==> config.mk <==
export PLATFORM = sky130hd
export DESIGN_NAME = cerc_repeat_counter
export DESIGN_NICKNAME = d
export VERILOG_FILES = /design/src/rtl/cerc_pkg.sv /design/src/rtl/cerc_counter.sv /design/src/rtl/cerc_route.sv /design/src/rtl/cerc_regmap.sv /design/src/rtl/cerc_repeat_counter.sv
export SDC_FILE = /design/constraint.sdc
export NUM_CORES = 1
export LEC_CHECK = 0
export CAP_MARGIN = 40
export CORE_UTILIZATION = 35
export DETAILED_ROUTE_END_ITERATION = 8
export PLACE_DENSITY = 0.65
export SETUP_SLACK_MARGIN = 0.5
export SYNTH_ARGS = -nofsm -noshare
export SYNTH_HDL_FRONTEND = slang
export SYNTH_HIERARCHICAL = 1
export SYNTH_SLANG_ARGS = --single-unit
==> constraint.sdc <==
create_clock -name clk -period 2.7 [get_ports clk]
set_input_delay 0.675 -clock clk [delete_from_list [all_inputs] [get_ports clk]]
set_output_delay 0.675 -clock clk [all_outputs]
set_load 0.005 [all_outputs]
==> src/rtl/cerc_pkg.sv <==
package cerc_pkg;
  // Report severity codes
  typedef enum logic [1:0] {
    CLS_CORR   = 2'd0,
    CLS_DEFER  = 2'd1,
    CLS_UNCORR = 2'd2,
    CLS_RSVD   = 2'd3
  } err_cls_e;

  localparam int CNT_W_WIDE   = 15;
  localparam int CNT_W_NARROW = 7;
  localparam int CNT_PAD      = CNT_W_WIDE - CNT_W_NARROW;
  localparam int REG_W        = 64;

  // Field positions, decoded by software
  localparam int REP_LSB       = 32;
  localparam int W_REP_FLAG    = REP_LSB + CNT_W_WIDE;       // 47
  localparam int W_OTH_LSB     = W_REP_FLAG + 1;             // 48
  localparam int W_OTH_FLAG    = W_OTH_LSB + CNT_W_WIDE;     // 63
  localparam int N_REP_FLAG    = REP_LSB + CNT_W_NARROW;     // 39
  localparam int N_OTH_LSB     = N_REP_FLAG + 1;             // 40
  localparam int N_OTH_FLAG    = N_OTH_LSB + CNT_W_NARROW;   // 47

  localparam int NUM_CTR = 2;   // index 0: repeat/single, 1: other
endpackage

==> src/rtl/cerc_counter.sv <==
module cerc_counter
  import cerc_pkg::*;
#(
  parameter int W  = CNT_W_WIDE,
  parameter int NW = CNT_W_NARROW
) (
  input  logic         clk,
  input  logic         rst_n,
  input  logic         narrow,
  input  logic         inc,
  input  logic         wr_en,
  input  logic [W-1:0] wr_cnt,
  input  logic         wr_flag,
  output logic [W-1:0] cnt,
  output logic         flag
);
  localparam int PAD = W - NW;

  logic [W-1:0] mask;
  logic         at_top;

  assign mask   = narrow ? {{PAD{1'b0}}, {NW{1'b1}}} : {W{1'b1}};
  assign at_top = ((cnt & mask) == mask);

  always_ff @(posedge clk) begin
    if (!rst_n) begin
      cnt  <= '0;
      flag <= 1'b0;
    end else if (wr_en) begin
      cnt  <= wr_cnt & mask;
      flag <= wr_flag;
    end else if (inc) begin
      cnt <= (cnt + 1'b1) & mask;
      if (at_top) flag <= 1'b1;
    end
  end
endmodule

==> src/rtl/cerc_route.sv <==
module cerc_route
  import cerc_pkg::*;
#(
  parameter int SYND_W = 16
) (
  input  logic              clk,
  input  logic              rst_n,
  input  logic              split,
  input  logic              count_all,
  input  logic              err_take,
  input  logic [1:0]        cls,
  input  logic [SYND_W-1:0] synd,
  input  logic              key_clr,
  output logic              inc_rep,
  output logic              inc_oth,
  output logic [SYND_W-1:0] last_synd
);
  logic [SYND_W-1:0] key;
  logic              key_vld;
  logic              countable;
  logic              hit;

  assign countable = err_take && ((err_cls_e'(cls) == CLS_CORR) || count_all);
  assign hit       = !key_vld || (synd == key);
  assign inc_rep   = countable && (!split || hit);
  assign inc_oth   = countable && split && !hit;

  always_ff @(posedge clk) begin
    if (!rst_n) begin
      key_vld   <= 1'b0;
      key       <= '0;
      last_synd <= '0;
    end else begin
      if (err_take) last_synd <= synd;
      if (key_clr) begin
        key_vld <= 1'b0;
      end else if (countable && split && !key_vld) begin
        key_vld <= 1'b1;
        key     <= synd;
      end
    end
  end
endmodule

==> src/rtl/cerc_regmap.sv <==
module cerc_regmap
  import cerc_pkg::*;
#(
  parameter int SYND_W = 16
) (
  input  logic                  narrow,
  input  logic                  split,
  input  logic                  stat_valid,
  input  logic [CNT_W_WIDE-1:0] rep_cnt,
  input  logic                  rep_flag,
  input  logic [CNT_W_WIDE-1:0] oth_cnt,
  input  logic                  oth_flag,
  input  logic [SYND_W-1:0]     last_synd,
  input  logic [REG_W-1:0]      wdata,
  output logic [REG_W-1:0]      rdata,
  output logic [CNT_W_WIDE-1:0] w_rep_cnt,
  output logic                  w_rep_flag,
  output logic [CNT_W_WIDE-1:0] w_oth_cnt,
  output logic                  w_oth_flag
);
  // Write-side field extraction
  always_comb begin
    if (narrow) begin
      w_rep_cnt  = {{CNT_PAD{1'b0}}, wdata[REP_LSB +: CNT_W_NARROW]};
      w_rep_flag = wdata[N_REP_FLAG];
      w_oth_cnt  = {{CNT_PAD{1'b0}}, wdata[N_OTH_LSB +: CNT_W_NARROW]};
      w_oth_flag = wdata[N_OTH_FLAG];
    end else begin
      w_rep_cnt  = wdata[REP_LSB +: CNT_W_WIDE];
      w_rep_flag = wdata[W_REP_FLAG];
      w_oth_cnt  = wdata[W_OTH_LSB +: CNT_W_WIDE];
      w_oth_flag = wdata[W_OTH_FLAG];
    end
  end

  // Read-side packing
  always_comb begin
    rdata = '0;
    if (narrow) begin
      rdata[REP_LSB +: CNT_W_NARROW] = rep_cnt[CNT_W_NARROW-1:0];
      rdata[N_REP_FLAG]              = rep_flag;
      if (split) begin
        rdata[N_OTH_LSB +: CNT_W_NARROW] = oth_cnt[CNT_W_NARROW-1:0];
        rdata[N_OTH_FLAG]                = oth_flag;
      end
    end else begin
      rdata[REP_LSB +: CNT_W_WIDE] = rep_cnt;
      rdata[W_REP_FLAG]            = rep_flag;
      if (split) begin
        rdata[W_OTH_LSB +: CNT_W_WIDE] = oth_cnt;
        rdata[W_OTH_FLAG]              = oth_flag;
      end
    end
    if (stat_valid) rdata[SYND_W-1:0] = last_synd;
  end
endmodule

==> src/rtl/cerc_repeat_counter.sv <==
module cerc_repeat_counter
  import cerc_pkg::*;
#(
  parameter int SYND_W = 16
) (
  input  logic              clk,
  input  logic              rst_n,
  input  logic              cfg_narrow,
  input  logic              cfg_split,
  input  logic              cfg_count_all,
  input  logic              stat_valid,
  input  logic              err_valid,
  output logic              err_ready,
  input  logic [1:0]        err_cls,
  input  logic [SYND_W-1:0] err_synd,
  input  logic              reg_wr,
  input  logic [63:0]       reg_wdata,
  output logic [63:0]       reg_rdata,
  output logic              ovf_req
);
  logic [CNT_W_WIDE-1:0] cnt    [NUM_CTR];
  logic                  flg    [NUM_CTR];
  logic [CNT_W_WIDE-1:0] wcnt   [NUM_CTR];
  logic                  wflg   [NUM_CTR];
  logic                  inc    [NUM_CTR];
  logic                  wr_en  [NUM_CTR];
  logic [SYND_W-1:0]     last_synd;
  logic                  key_clr;

  assign err_ready = 1'b1;
  assign key_clr   = reg_wr && (wcnt[0] == '0);
  assign wr_en[0]  = reg_wr;
  assign wr_en[1]  = reg_wr && cfg_split;

  cerc_route #(.SYND_W(SYND_W)) u_route (
    .clk       (clk),
    .rst_n     (rst_n),
    .split     (cfg_split),
    .count_all (cfg_count_all),
    .err_take  (err_valid && err_ready),
    .cls       (err_cls),
    .synd      (err_synd),
    .key_clr   (key_clr),
    .inc_rep   (inc[0]),
    .inc_oth   (inc[1]),
    .last_synd (last_synd)
  );

  for (genvar g = 0; g < NUM_CTR; g++) begin : g_ctr
    cerc_counter #(.W(CNT_W_WIDE), .NW(CNT_W_NARROW)) u_ctr (
      .clk     (clk),
      .rst_n   (rst_n),
      .narrow  (cfg_narrow),
      .inc     (inc[g]),
      .wr_en   (wr_en[g]),
      .wr_cnt  (wcnt[g]),
      .wr_flag (wflg[g]),
      .cnt     (cnt[g]),
      .flag    (flg[g])
    );
  end

  cerc_regmap #(.SYND_W(SYND_W)) u_map (
    .narrow     (cfg_narrow),
    .split      (cfg_split),
    .stat_valid (stat_valid),
    .rep_cnt    (cnt[0]),
    .rep_flag   (flg[0]),
    .oth_cnt    (cnt[1]),
    .oth_flag   (flg[1]),
    .last_synd  (last_synd),
    .wdata      (reg_wdata),
    .rdata      (reg_rdata),
    .w_rep_cnt  (wcnt[0]),
    .w_rep_flag (wflg[0]),
    .w_oth_cnt  (wcnt[1]),
    .w_oth_flag (wflg[1])
  );

  assign ovf_req = flg[0] || (cfg_split && flg[1]);
endmodule

==> qor.yml <==
synth_top_family_by_area: "simple AND/OR/NAND/NOR gates"
syn_area_um2: 4460
fmax_mhz: 431
cap_viol_max_count: 0
cts_hold_buf: 0
hold_viol_final: 0
synthFlopType: "dfxtp_1"
grt_overflow: 0
num_io_pins: 156
fp.dieH_um: 115
crit_type: "in -> reg"
synthSimpleGateAreaFrac_pct: 28.1
num_vias: 4234
final_area_um2: 6790
grt_usage_pct: 19.8
p_per_area_nw_per_um2: 406
dieArea_um2: 13200
cp_max_fo: 7
fillCellCount: 1081
syn_inst: 496
die_x_um: 115
synth_edf_count: 0
cts_buffers: 9
grt_pass1_vias: 4135
final_layout_size_suffix_gt1_share_pct: 35.2
finalCriticalPeriod_ns: 2.32
synthArstFlopShare_pct: 0
dp_hpwl_mm: 9.08
crit_path_start_kind: "input port"
root_buffer: "clkbuf_16"
grt_pass1_wl_mm: 20.5
vdd_drop_max_v: 0.000246
drc: 0
rsz0062_at_grt: "true"
rows: 40
yosysSeqAreaShare_pct: 29.2
status: "finished clean"
max_slew_margin_pct: 61.1
final_core_util_pct: 55.6
antenna_left: 0
drt_iter0_drc: 118
synth-seq-cells: 65
antenna_found_initial: 2
max_slew.worst_pin.slew_ns: 0.569
avgRoutedWirePerCell_um: 15.8
yosysUniqueCellTypes: 57
netlist_top_cells_area: "dfxtp_1 (29%), mux2i_1 (9.0%), nor2b_1 (7.3%)"
skew_ns: 0.00895
clk_latency_ns: 0.32
wirelength_mm: 13.1
synth.mux.area_fraction_pct: 11.8
synth_top_area_cell: "dfxtp_1"
cts_tree: "yes"
postPlaceCellArea_um2: 5910
final_cell_mix: "dfxtp_1 (65), buf_4 (52), buf_6 (44), nor2b_1 (44), mux2i_1 (38)"
end_kind: "flop"
synth_xor_area_share_pct: 5.89
worst_setup_hold_path_clk_slew_ns: 0.05
io_buffers: 106
vias_per_cell: 5.11
setup_violations: 0
drv_slew: 0
cts_sinks: 65
h-tree-depth: 3
start_util_pct: 36.5
final_common_cell: "dfxtp_1"
ys_warn_count: 6
period_share_pct: 85.9
finalNetCount: 747
synth-compound-area-share_pct: 14.4
first_pass_iters: 4
cp.arrival_ns: 2.51
areaGrowthSynthToFinish_pct: 52.4
critPathRequiredTime_ns: 2.89
power_uw: 2760
netlist.area_leader.share_pct: 29.2
synthAdderAreaFrac_pct: 0.561
p_leak_uw: 0.00293
core_area_um2: 12200
hp-class: "reg -> reg"
cts_buffer_depth: 2
grt_max_degree: 33
synth_area_per_cell_um2: 8.99
globalplace.congestion: 0.866
==> area by class of cell <==
type | instances | area [µm²] | share of cell area (%)
Multi-Input combinational cell | 378 | 3130 | 46.0
Timing Repair Buffer | 188 | 1810 | 26.7
Sequential cell | 65 | 1300 | 19.2
Clock buffer | 11 | 233 | 3.43
Tap cell | 168 | 210 | 3.09
Inverter | 13 | 58.8 | 0.866
Clock inverter | 4 | 45.0 | 0.663
Antenna cell | 2 | 5.00 | 0.0737
==> report_power, final <==
part / internal [µW] / switching (µW) / total (µW)
Sequential: 1010 / 62.8 / 1070
Combinational: 334 / 245 / 579
Clock: 704 / 404 / 1110
Total: 2050 / 712 / 2760
==> what timing repair did <==
item,4_1_cts,5_1_grt
setup endpoints to repair,91,63
cloned,2,0
pin swaps,40,48
hold endpoints to repair,0,0
resized for setup,255,75
buffers inserted,18,5
==> sequential cells by signal (all words and copies together) (netlist names) <==
register	flops
u_route/key	16
u_route/key_vld	1
u_route/last_synd	16
g_ctr.u_ctr/flag	2
g_ctr.u_ctr/cnt	30
==> through the flow <==
step | TNS (ns) | setup WS, ns | instances | hold slack (ns)
floorplan | 0 | 0.427 | 511 | 0.474
global placement | -19.44 | -0.387 | 787 | 0.493
detailed placement | -22.11 | -0.433 | 787 | 0.496
CTS | 0 | 0.378 | 822 | 0.513
global route | 0 | 0.228 | 827 | 0.534
finish | 0 | 0.382 | 829 | 0.513
==> worst paths after layout <==
path | startpoint | end | slack [ns] | depth (start not counted)
worst max register to register | u_route/key[6] | g_ctr[1].u_ctr/cnt[1] | 0.48 | 13
worst max-delay path | err_synd[6] | g_ctr[1].u_ctr/cnt[1] | 0.38 | 14
worst min-delay path | u_route/last_synd[9] | u_route/last_synd[9] | 0.51 | 2
worst min register to register | u_route/last_synd[9] | u_route/last_synd[9] | 0.51 | 2
==> Yosys cell counts (9+ instances only) <==
| cell type | n |
|---|---|
| nor2_1 | 24 |
| nor4_1 | 9 |
| o21ai_0 | 12 |
| nor2b_1 | 52 |
| nand3_1 | 10 |
| and2_1 | 34 |
| clkbuf_1 | 12 |
| nand2_1 | 23 |
| buf_4 | 33 |
| xnor2_1 | 22 |
| a32oi_1 | 10 |
| dfxtp_1 | 65 |
| mux2i_1 | 40 |
| inv_1 | 11 |
| a21oi_1 | 20 |
==> logic make-up (layout without fill, tap and decap cells) <==
logic type | after synthesis | in the layout
buf+inv | 68 | 216
fa+ha+maj | 2 | 2
simple gates | 193 | 193
mux | 50 | 50
xor+xnor | 30 | 30
compound gates | 86 | 86
flops | 65 | 65
other cells | 2 | 19
==> worst max-delay path, stage by stage <==
cell     delay (ns)
buf_6          0.11
xnor2_2        0.15
nand4_1        0.15
nor4_2         0.35
buf_4          0.17
buf_6          0.09
nor3b_4        0.04
buf_4          0.14
buf_6          0.13
buf_6          0.13
mux2i_1        0.13
nor2_1         0.06
a21oi_1        0.13
nor2_1         0.05
==> metal layers <==
layer / wire length, µm / vias up / track usage [%]
li1: - / 2046 / -
met1: 5620 / 1996 / 25.3
met2: 6380 / 173 / 32.7
met3: 869 / 19 / 4.06
met4: 201 / 0 / 7.53
met5: 0 / - / 0
(Power assumes the default switching activity.)
